<file path="config.mk">
export PLATFORM = sky130hd
export DESIGN_NAME = pmp_cfg_bank
export DESIGN_NICKNAME = d
export VERILOG_FILES = /design/src/rtl/pmpb_pkg.sv /design/src/rtl/pmpb_decode.sv /design/src/rtl/pmpb_entry.sv /design/src/rtl/pmpb_secreg.sv /design/src/rtl/pmpb_rdmux.sv /design/src/rtl/pmp_cfg_bank.sv
export SDC_FILE = /design/constraint.sdc
export NUM_CORES = 2
export LEC_CHECK = 0
export BUFFER_PORTS_ARGS = -buffer_cell sky130_fd_sc_hd__buf_4
export CAP_MARGIN = 10
export CORE_AREA = 8 8 271 273
export DETAILED_ROUTE_END_ITERATION = 10
export DIE_AREA = 0 0 279 281
export GPL_TIMING_DRIVEN = 0
export MAX_ROUTING_LAYER = met4
export PLACE_DENSITY = 0.7
export RECOVER_POWER = 50
export SYNTH_ARGS = -nofsm -noshare
export SYNTH_HDL_FRONTEND = slang
export SYNTH_HIERARCHICAL = 1
export SYNTH_SLANG_ARGS = --single-unit
</file>
<file path="constraint.sdc">
create_clock -name clk_i -period 6 [get_ports clk_i]
set_input_delay 0.9 -clock clk_i [delete_from_list [all_inputs] [get_ports clk_i]]
set_output_delay 0.9 -clock clk_i [all_outputs]
set_load 0.03 [all_outputs]
</file>
<file path="src/rtl/pmpb_pkg.sv">
// Shared constants and helpers for the protection entry configuration bank.
// Assumes a configuration byte per entry and a 6-bit register index split
// into a 2-bit region and a 4-bit slot.
package pmpb_pkg;
    localparam int CFG_W      = 8;
    localparam int IDX_W      = 6;
    localparam int SLOT_W     = 4;
    localparam int SEC_FLAGS  = 3;

    // Configuration byte field positions
    localparam int BIT_R      = 0;
    localparam int BIT_W      = 1;
    localparam int BIT_X      = 2;
    localparam int MODE_LO    = 3;
    localparam int BIT_LOCK   = 7;

    // Security register field positions
    localparam int SEC_LOCKDOWN  = 0;
    localparam int SEC_WHITELIST = 1;
    localparam int SEC_BYPASS    = 2;

    typedef enum logic [1:0] {
        MATCH_OFF   = 2'd0,
        MATCH_TOR   = 2'd1,
        MATCH_NA4   = 2'd2,
        MATCH_NAPOT = 2'd3
    } match_mode_e;

    typedef enum logic [1:0] {
        RGN_CFG  = 2'd0,
        RGN_ADDR = 2'd1,
        RGN_SEC  = 2'd2,
        RGN_NONE = 2'd3
    } region_e;

    // Extract the match mode of a configuration byte
    function automatic match_mode_e cfg_mode(input logic [CFG_W-1:0] c);
        return match_mode_e'(c[MODE_LO +: 2]);
    endfunction
endpackage

</file>
<file path="src/rtl/pmpb_decode.sv">
// Index decoder: turns the register index and write strobe into one-hot
// write enables for configuration words, address registers and the
// security register. Unimplemented indices produce no enable.
module pmpb_decode
    import pmpb_pkg::*;
#(
    parameter int NUM_ENTRIES = 16,
    parameter int NUM_CFG     = 4
) (
    input  logic                   clk_i,
    input  logic                   rst_ni,
    input  logic [IDX_W-1:0]       idx_i,
    input  logic                   wr_en_i,
    output logic [NUM_CFG-1:0]     cfg_we_o,
    output logic [NUM_ENTRIES-1:0] addr_we_o,
    output logic                   sec_we_o
);
    region_e             region;
    logic [SLOT_W-1:0]   slot;

    assign region = region_e'(idx_i[IDX_W-1 -: 2]);
    assign slot   = idx_i[SLOT_W-1:0];

    // Generate per-register write enables from region and slot
    always_comb begin
        cfg_we_o  = '0;
        addr_we_o = '0;
        sec_we_o  = 1'b0;
        if (wr_en_i) begin
            for (int k = 0; k < NUM_CFG; k++)
                if (region == RGN_CFG && slot == SLOT_W'(k)) cfg_we_o[k] = 1'b1;
            for (int e = 0; e < NUM_ENTRIES; e++)
                if (region == RGN_ADDR && slot == SLOT_W'(e)) addr_we_o[e] = 1'b1;
            if (region == RGN_SEC && slot == '0) sec_we_o = 1'b1;
        end
    end


    strobe_onehot_chk: assert property (@(posedge clk_i) disable iff (!rst_ni)
        $onehot0({cfg_we_o, addr_we_o, sec_we_o}));

    idle_no_strobe_chk: assert property (@(posedge clk_i) disable iff (!rst_ni)
        !wr_en_i |-> ({cfg_we_o, addr_we_o, sec_we_o} == '0));
endmodule

</file>
<file path="src/rtl/pmpb_entry.sv">
// One protection entry: configuration byte and address register, with the
// lock rules that decide whether a write lands. ENHANCED selects the
// lockdown/bypass-aware acceptance rule. Assumes the caller supplies the
// next entry's lock and TOR status (tied low for the top entry).
module pmpb_entry
    import pmpb_pkg::*;
#(
    parameter bit ENHANCED = 1'b1,
    parameter int XLEN     = 32
) (
    input  logic             clk_i,
    input  logic             rst_ni,
    input  logic             cfg_we_i,
    input  logic [CFG_W-1:0] cfg_wdata_i,
    input  logic             addr_we_i,
    input  logic [XLEN-1:0]  addr_wdata_i,
    input  logic             next_locked_tor_i,
    input  logic             lockdown_i,
    input  logic             bypass_i,
    output logic [CFG_W-1:0] cfg_o,
    output logic [XLEN-1:0]  addr_o
);
    logic [CFG_W-1:0] cfg_q;
    logic [XLEN-1:0]  addr_q;
    logic             own_lock;
    logic             new_lock;
    logic             new_x;
    logic             new_wx_only;
    logic             basic_ok;
    logic             enh_ok;
    logic             cfg_ok;
    logic             addr_ok;

    assign own_lock    = cfg_q[BIT_LOCK];
    assign new_lock    = cfg_wdata_i[BIT_LOCK];
    assign new_x       = cfg_wdata_i[BIT_X];
    assign new_wx_only = (cfg_wdata_i[BIT_X:BIT_R] == 3'b110);

    // Decide whether a configuration byte write is accepted
    always_comb begin
        basic_ok = !own_lock;
        enh_ok   = bypass_i
                 || (!lockdown_i && !own_lock)
                 || (lockdown_i && new_lock && !new_x)
                 || (lockdown_i && !new_lock && !new_wx_only);
        cfg_ok   = ENHANCED ? enh_ok : basic_ok;
    end

    // Address writes blocked by own lock or a locked TOR neighbour above
    assign addr_ok = !own_lock && !next_locked_tor_i;

    // Configuration byte storage
    always_ff @(posedge clk_i) begin
        if (!rst_ni)                 cfg_q <= '0;
        else if (cfg_we_i && cfg_ok) cfg_q <= cfg_wdata_i;
    end

    // Address register storage
    always_ff @(posedge clk_i) begin
        if (!rst_ni)                    addr_q <= '0;
        else if (addr_we_i && addr_ok)  addr_q <= addr_wdata_i;
    end

    assign cfg_o  = cfg_q;
    assign addr_o = addr_q;


    basic_lock_hold_chk: assert property (@(posedge clk_i) disable iff (!rst_ni)
        (!ENHANCED && cfg_q[BIT_LOCK]) |=> $stable(cfg_q));

    wx_reject_chk: assert property (@(posedge clk_i) disable iff (!rst_ni)
        (ENHANCED && lockdown_i && !bypass_i && cfg_we_i
         && !cfg_wdata_i[BIT_LOCK] && cfg_wdata_i[BIT_X:BIT_R] == 3'b110)
        |=> $stable(cfg_q));

    addr_own_lock_chk: assert property (@(posedge clk_i) disable iff (!rst_ni)
        cfg_q[BIT_LOCK] |=> $stable(addr_q));

    addr_tor_guard_chk: assert property (@(posedge clk_i) disable iff (!rst_ni)
        next_locked_tor_i |=> $stable(addr_q));
endmodule

</file>
<file path="src/rtl/pmpb_secreg.sv">
// Security-configuration register: lockdown and whitelist are sticky,
// bypass may only be raised while no entry is locked or while already set.
module pmpb_secreg
    import pmpb_pkg::*;
(
    input  logic                 clk_i,
    input  logic                 rst_ni,
    input  logic                 we_i,
    input  logic [SEC_FLAGS-1:0] wdata_i,
    input  logic                 any_locked_i,
    output logic                 lockdown_o,
    output logic                 whitelist_o,
    output logic                 bypass_o
);
    logic lockdown_q;
    logic whitelist_q;
    logic bypass_q;

    // Update flags on a write, keeping sticky bits and guarding bypass
    always_ff @(posedge clk_i) begin
        if (!rst_ni) begin
            lockdown_q  <= 1'b0;
            whitelist_q <= 1'b0;
            bypass_q    <= 1'b0;
        end else if (we_i) begin
            lockdown_q  <= lockdown_q  | wdata_i[SEC_LOCKDOWN];
            whitelist_q <= whitelist_q | wdata_i[SEC_WHITELIST];
            bypass_q    <= wdata_i[SEC_BYPASS] & (bypass_q | !any_locked_i);
        end
    end

    assign lockdown_o  = lockdown_q;
    assign whitelist_o = whitelist_q;
    assign bypass_o    = bypass_q;


    lockdown_sticky_chk: assert property (@(posedge clk_i) disable iff (!rst_ni)
        lockdown_q |=> lockdown_q);

    whitelist_sticky_chk: assert property (@(posedge clk_i) disable iff (!rst_ni)
        whitelist_q |=> whitelist_q);

    bypass_no_rearm_chk: assert property (@(posedge clk_i) disable iff (!rst_ni)
        (!bypass_q && any_locked_i) |=> !bypass_q);
endmodule

</file>
<file path="src/rtl/pmpb_rdmux.sv">
// Combinational read multiplexer over stored state. Indices outside the
// implemented registers return zero.
module pmpb_rdmux
    import pmpb_pkg::*;
#(
    parameter int NUM_ENTRIES = 16,
    parameter int NUM_CFG     = 4,
    parameter int XLEN        = 32
) (
    input  logic [IDX_W-1:0]             idx_i,
    input  logic [NUM_ENTRIES*CFG_W-1:0] cfg_i,
    input  logic [NUM_ENTRIES*XLEN-1:0]  addr_i,
    input  logic [SEC_FLAGS-1:0]         sec_i,
    output logic [XLEN-1:0]              rd_o
);
    region_e           region;
    logic [SLOT_W-1:0] slot;

    assign region = region_e'(idx_i[IDX_W-1 -: 2]);
    assign slot   = idx_i[SLOT_W-1:0];

    // Select the addressed register or zero
    always_comb begin
        rd_o = '0;
        unique case (region)
            RGN_CFG:
                for (int k = 0; k < NUM_CFG; k++)
                    if (slot == SLOT_W'(k)) rd_o = cfg_i[k*XLEN +: XLEN];
            RGN_ADDR:
                for (int e = 0; e < NUM_ENTRIES; e++)
                    if (slot == SLOT_W'(e)) rd_o = addr_i[e*XLEN +: XLEN];
            RGN_SEC:
                if (slot == '0) rd_o = {{(XLEN-SEC_FLAGS){1'b0}}, sec_i};
            default: rd_o = '0;
        endcase
    end
endmodule

</file>
<file path="src/rtl/pmp_cfg_bank.sv">
// Top of the protection entry configuration bank: decoder, entry array,
// security register and read mux. Assumes XLEN is a multiple of 8,
// NUM_ENTRIES a multiple of XLEN/8 and at most 16.
module pmp_cfg_bank
    import pmpb_pkg::*;
#(
    parameter int NUM_ENTRIES = 16,
    parameter int XLEN        = 32,
    parameter bit ENHANCED    = 1'b1
) (
    input  logic                         clk_i,
    input  logic                         rst_ni,
    input  logic [5:0]                   reg_idx_i,
    input  logic                         wr_en_i,
    input  logic [XLEN-1:0]              wr_data_i,
    output logic [XLEN-1:0]              rd_data_o,
    output logic [NUM_ENTRIES*8-1:0]     entry_cfg_o,
    output logic [NUM_ENTRIES*XLEN-1:0]  entry_addr_o,
    output logic                         sec_lockdown_o,
    output logic                         sec_whitelist_o,
    output logic                         sec_bypass_o
);
    localparam int BYTES_PER_REG = XLEN / CFG_W;
    localparam int NUM_CFG       = NUM_ENTRIES / BYTES_PER_REG;

    logic [NUM_CFG-1:0]           cfg_we;
    logic [NUM_ENTRIES-1:0]       addr_we;
    logic                         sec_we;
    logic [NUM_ENTRIES*CFG_W-1:0] cfg_flat;
    logic [NUM_ENTRIES*XLEN-1:0]  addr_flat;
    logic [NUM_ENTRIES-1:0]       locked_vec;
    logic                         any_locked;
    logic                         lockdown, whitelist, bypass;

    pmpb_decode #(.NUM_ENTRIES(NUM_ENTRIES), .NUM_CFG(NUM_CFG)) u_decode (
        .clk_i     (clk_i),
        .rst_ni    (rst_ni),
        .idx_i     (reg_idx_i),
        .wr_en_i   (wr_en_i),
        .cfg_we_o  (cfg_we),
        .addr_we_o (addr_we),
        .sec_we_o  (sec_we)
    );

    for (genvar e = 0; e < NUM_ENTRIES; e++) begin : g_entry
        logic next_locked_tor;
        if (e == NUM_ENTRIES - 1) begin : g_top
            assign next_locked_tor = 1'b0;
        end else begin : g_mid
            assign next_locked_tor = cfg_flat[(e+1)*CFG_W + BIT_LOCK]
                && (cfg_mode(cfg_flat[(e+1)*CFG_W +: CFG_W]) == MATCH_TOR);
        end

        pmpb_entry #(.ENHANCED(ENHANCED), .XLEN(XLEN)) u_entry (
            .clk_i             (clk_i),
            .rst_ni            (rst_ni),
            .cfg_we_i          (cfg_we[e / BYTES_PER_REG]),
            .cfg_wdata_i       (wr_data_i[(e % BYTES_PER_REG)*CFG_W +: CFG_W]),
            .addr_we_i         (addr_we[e]),
            .addr_wdata_i      (wr_data_i),
            .next_locked_tor_i (next_locked_tor),
            .lockdown_i        (lockdown),
            .bypass_i          (bypass),
            .cfg_o             (cfg_flat[e*CFG_W +: CFG_W]),
            .addr_o            (addr_flat[e*XLEN +: XLEN])
        );
        assign locked_vec[e] = cfg_flat[e*CFG_W + BIT_LOCK];
    end

    assign any_locked = |locked_vec;

    pmpb_secreg u_secreg (
        .clk_i        (clk_i),
        .rst_ni       (rst_ni),
        .we_i         (sec_we),
        .wdata_i      (wr_data_i[SEC_FLAGS-1:0]),
        .any_locked_i (any_locked),
        .lockdown_o   (lockdown),
        .whitelist_o  (whitelist),
        .bypass_o     (bypass)
    );

    pmpb_rdmux #(.NUM_ENTRIES(NUM_ENTRIES), .NUM_CFG(NUM_CFG), .XLEN(XLEN)) u_rdmux (
        .idx_i  (reg_idx_i),
        .cfg_i  (cfg_flat),
        .addr_i (addr_flat),
        .sec_i  ({bypass, whitelist, lockdown}),
        .rd_o   (rd_data_o)
    );

    assign entry_cfg_o     = cfg_flat;
    assign entry_addr_o    = addr_flat;
    assign sec_lockdown_o  = lockdown;
    assign sec_whitelist_o = whitelist;
    assign sec_bypass_o    = bypass;


    reset_clear_chk: assert property (@(posedge clk_i)
        !rst_ni |=> (entry_cfg_o == '0 && entry_addr_o == '0
                     && !sec_lockdown_o && !sec_whitelist_o && !sec_bypass_o));

    unused_idx_read_zero_chk: assert property (@(posedge clk_i) disable iff (!rst_ni)
        (reg_idx_i[5:4] == 2'd3) |-> (rd_data_o == '0));
endmodule

</file>
==> impl_metrics.env <==
export IMPL_period_share_pct=100
export IMPL_crit_reg2reg_launch="g_entry[3].u_entry/cfg_o[7]"
export IMPL_timing_critical_path_to_type="output pin"
export IMPL_cap_viol_max_count=1
export IMPL_fraction_of_layout_instances_using_a_drive_strength_above_1_pct=15.4
export IMPL_first_iter_violations=6123
export IMPL_synth_seq_cells=643
export IMPL_timing_final_setup_violations=1
export IMPL_comb_power_share_pct=10.1
export IMPL_switching_share_pct=27.2
export IMPL_postCtsSetupRepairBufs=0
export IMPL_violations="capacitance limit, slew limit, setup timing"
export IMPL_sequentialPowerShare_pct=42.3
export IMPL_cts_tree="yes"
export IMPL_grt_pass1_vias=33400
export IMPL_cp_startpoint="reg_idx_i[0]"
export IMPL_cts_max_level=3
export IMPL_cts_buffer_depth=3
export IMPL_fin_worst_skew_ns=0.0262
export IMPL_fp_dieArea_um2=78400
export IMPL_grtUsageTotal_pct=50.1
export IMPL_cts_num_sinks=643
export IMPL_mappedNetlistNets=3901
export IMPL_crit_path_max_fanout=10
export IMPL_finalHoldViolCount=0
export IMPL_placed_cell_area_um2=38500
export IMPL_clk_latency_ns=0.63
export IMPL_die_h_um=281
export IMPL_fmaxAchievable_mhz=167
export IMPL_detail_route_first_pass_iterations=9
export IMPL_timing_hold_worst_class="flop to flop"
export IMPL_route_antenna_remaining_nets=0
export IMPL_period_minus_slack_ns=6.00
export IMPL_cts_made_buffers=73
export IMPL_grt_start_max_net_pins=52
export IMPL_floorplan_die_width_um=279
export IMPL_totalNegativeSetupSlack_ns=-0.000237
export IMPL_crit_type="input port to output pin"
export IMPL_layout_core_utilization_pct=57.0
export IMPL_placementRows=97
export IMPL_top_level_ports=716
export IMPL_worst_ep_arrival_time_ns=5.10
export IMPL_via_per_inst=6.40
export IMPL_worst_min_path_start="g_entry[2].u_entry/addr_o[28]"
export IMPL_gp_congestion=1.04
export IMPL_pwr_per_cell_area_nw_per_um2=258
export IMPL_first_pass_grt_wire_length_mm=271
export IMPL_path_clk_slew_ns=0.06
export IMPL_placedCellCount=5516
export IMPL_final_max_slew_viol_count=52
export IMPL_internal_power_w=0.00741
export IMPL_grt_antenna_before_repair=15
export IMPL_clk_root_buffer_cell="sky130_fd_sc_hd__clkbuf_16"
export IMPL_run_status="complete, but fails checks"
export IMPL_postLayoutCellArea_um2=39500
export IMPL_rsz0062_at_grt="no"
export IMPL_synth_top_flop_cell="sky130_fd_sc_hd__dfxtp_1"
export IMPL_post_cts_resized=0
export IMPL_netlist_top_cells_area="sky130_fd_sc_hd__dfxtp_1 (40%), sky130_fd_sc_hd__nand2_1 (16%), sky130_fd_sc_hd__a21boi_0 (9.8%), sky130_fd_sc_hd__mux2i_1 (5.5%), sky130_fd_sc_hd__mux4_2 (3.5%)"
export IMPL_drc_viols=0
export IMPL_worst_pin_slew_ns=3.99
export IMPL_seq_area_frac_synth_pct=40.3
export IMPL_yosys_top_cells_count="sky130_fd_sc_hd__nand2_1 (1395), sky130_fd_sc_hd__dfxtp_1 (643), sky130_fd_sc_hd__a21boi_0 (417)"
export IMPL_cellLeakagePower_nw=13.8
export IMPL_syn_area_um2=32000
export IMPL_ir_worst_vdd_uv=204
export IMPL_async_reset_ff_share_pct=0
export IMPL_post_synth_num_cell_types=89
export IMPL_p_total_w=0.0102
export IMPL_timing_critical_path_from_type="input port"
export IMPL_floorplan_initialDensity_pct=46.1
export IMPL_setup_slack_ns=-0.000237
export IMPL_syn_mean_instance_area_um2=8.28
export IMPL_detailroute_via_count=36200
export IMPL_wl_mm=201
export IMPL_synth_largest_type_area_fraction_pct=40.3
export IMPL_power_clock_fraction_pct=47.6
export IMPL_finalNetCount=4692
export IMPL_switching_power_w=0.00277
export IMPL_timing_max_slew_rel_slack_pct=-166
export IMPL_flow_area_growth_from_synthesis_pct=23.5
export IMPL_port_buffers=715
export IMPL_wl_per_cell_um=35.6
export IMPL_coreArea_um2=69300
export IMPL_hpwlAfterDp_mm=150
export IMPL_cp_data_required_time_ns=5.10
export IMPL_post_synth_top_count_cell="sky130_fd_sc_hd__nand2_1"
export IMPL_synthCells=3860
export IMPL_ctsHoldBuffers=0
export IMPL_layout_cells_non_filler=5657
export IMPL_synth_enable_flop_cells=0
export IMPL_ys_warn_count=6
export IMPL_gr_total_overflow=0
export IMPL_synthDominantAreaCellType="sky130_fd_sc_hd__dfxtp_1"
## power groups by stage
stage	registers, W	clock network [W]	logic, W
after floorplan	0.00443	0	0.000402
after global placement	0.00440	0	0.000960
after detailed placement	0.00440	0	0.000962
after CTS	0.00431	0.00483	0.000965
after global routing	0.00431	0.00499	0.000999
final	0.00431	0.00485	0.00103
## per-layer routing
layer	up-vias	share of wire, %	track usage, %
li1	14800	-	-
met5	-	0	-
met4	0	8.6	32.5
met2	3202	42	72.9
met1	17300	36	59.6
met3	876	14	15.5
## registers in the layout, indices dropped and copies added, names as in the netlist
register	cells
u_secreg/lockdown_o	1
u_secreg/whitelist_o	1
u_secreg/bypass_o	1
g_entry.u_entry/cfg_o	128
g_entry.u_entry/addr_o	512
## layout make-up
type	count	area, um^2
clock buffer	103	2100
sequential	643	12900
timing repair buffer	716	3790
inverter	40	150
fill	6790	29800
antenna	10	25.0
tap	940	1180
buffer	316	2050
multi-input combinational	2861	16900
clock inverter	28	429
## logic make-up after synthesis
family | count (synthesis) | synth area share, %
AOI/OAI and AO/OA | 981 | 22.1
other | 1 | 0.0117
DFF | 643 | 40.3
muxes | 253 | 9.95
and+or+nand+nor | 1626 | 20.7
buffers and inverters | 356 | 6.91
## path summary, 6_finish.rpt
path / end / slack [ns] / cells past startpoint
setup / recovery: rd_data_o[4] / -0.0002 / 9
hold / removal: g_entry[2].u_entry/addr_o[28] / 0.47 / 2
setup reg to reg: g_entry[2].u_entry/addr_o[14] / 3.52 / 6
hold reg to reg: g_entry[2].u_entry/addr_o[28] / 0.47 / 2
## worst max-delay path, stage by stage
cell and delay, ns:
sky130_fd_sc_hd__buf_4 0.16, sky130_fd_sc_hd__buf_6 0.16, sky130_fd_sc_hd__inv_2 0.25, sky130_fd_sc_hd__buf_2 0.41, sky130_fd_sc_hd__clkbuf_1 0.93, sky130_fd_sc_hd__o21ai_0 0.55
sky130_fd_sc_hd__a311oi_1 1.05, sky130_fd_sc_hd__o211ai_1 0.38, sky130_fd_sc_hd__buf_4 0.27
## cells in the final DEF (no fill, tap or decap), types with 27 or more instances in the layout
cell / netlist / layout
sky130_fd_sc_hd__nand2_1: 1395 / 1395
sky130_fd_sc_hd__dfxtp_1: 643 / 642
sky130_fd_sc_hd__clkbuf_1: 93 / 536
sky130_fd_sc_hd__a21boi_0: 417 / 490
sky130_fd_sc_hd__buf_4: 17 / 311
sky130_fd_sc_hd__mux2i_1: 177 / 177
sky130_fd_sc_hd__buf_2: 106 / 100
sky130_fd_sc_hd__a21oi_1: 95 / 95
sky130_fd_sc_hd__nor2_1: 90 / 90
sky130_fd_sc_hd__o21ai_0: 86 / 86
sky130_fd_sc_hd__buf_6: 82 / 82
sky130_fd_sc_hd__clkbuf_16: 0 / 74
sky130_fd_sc_hd__mux4_2: 49 / 49
sky130_fd_sc_hd__inv_1: 38 / 38
sky130_fd_sc_hd__o21ai_1: 31 / 31
sky130_fd_sc_hd__a22oi_1: 27 / 27
## stage by stage
stage | worst slack, ns | hold WS, ns
floorplan | 2.38 | 0.586
global placement | 0.461 | 0.452
detailed placement | 0.498 | 0.462
CTS | 0.474 | 0.470
global route | 0.337 | 0.488
finish | -0.000237 | 0.470
No activity file was read; power rests on OpenSTA's default activity.
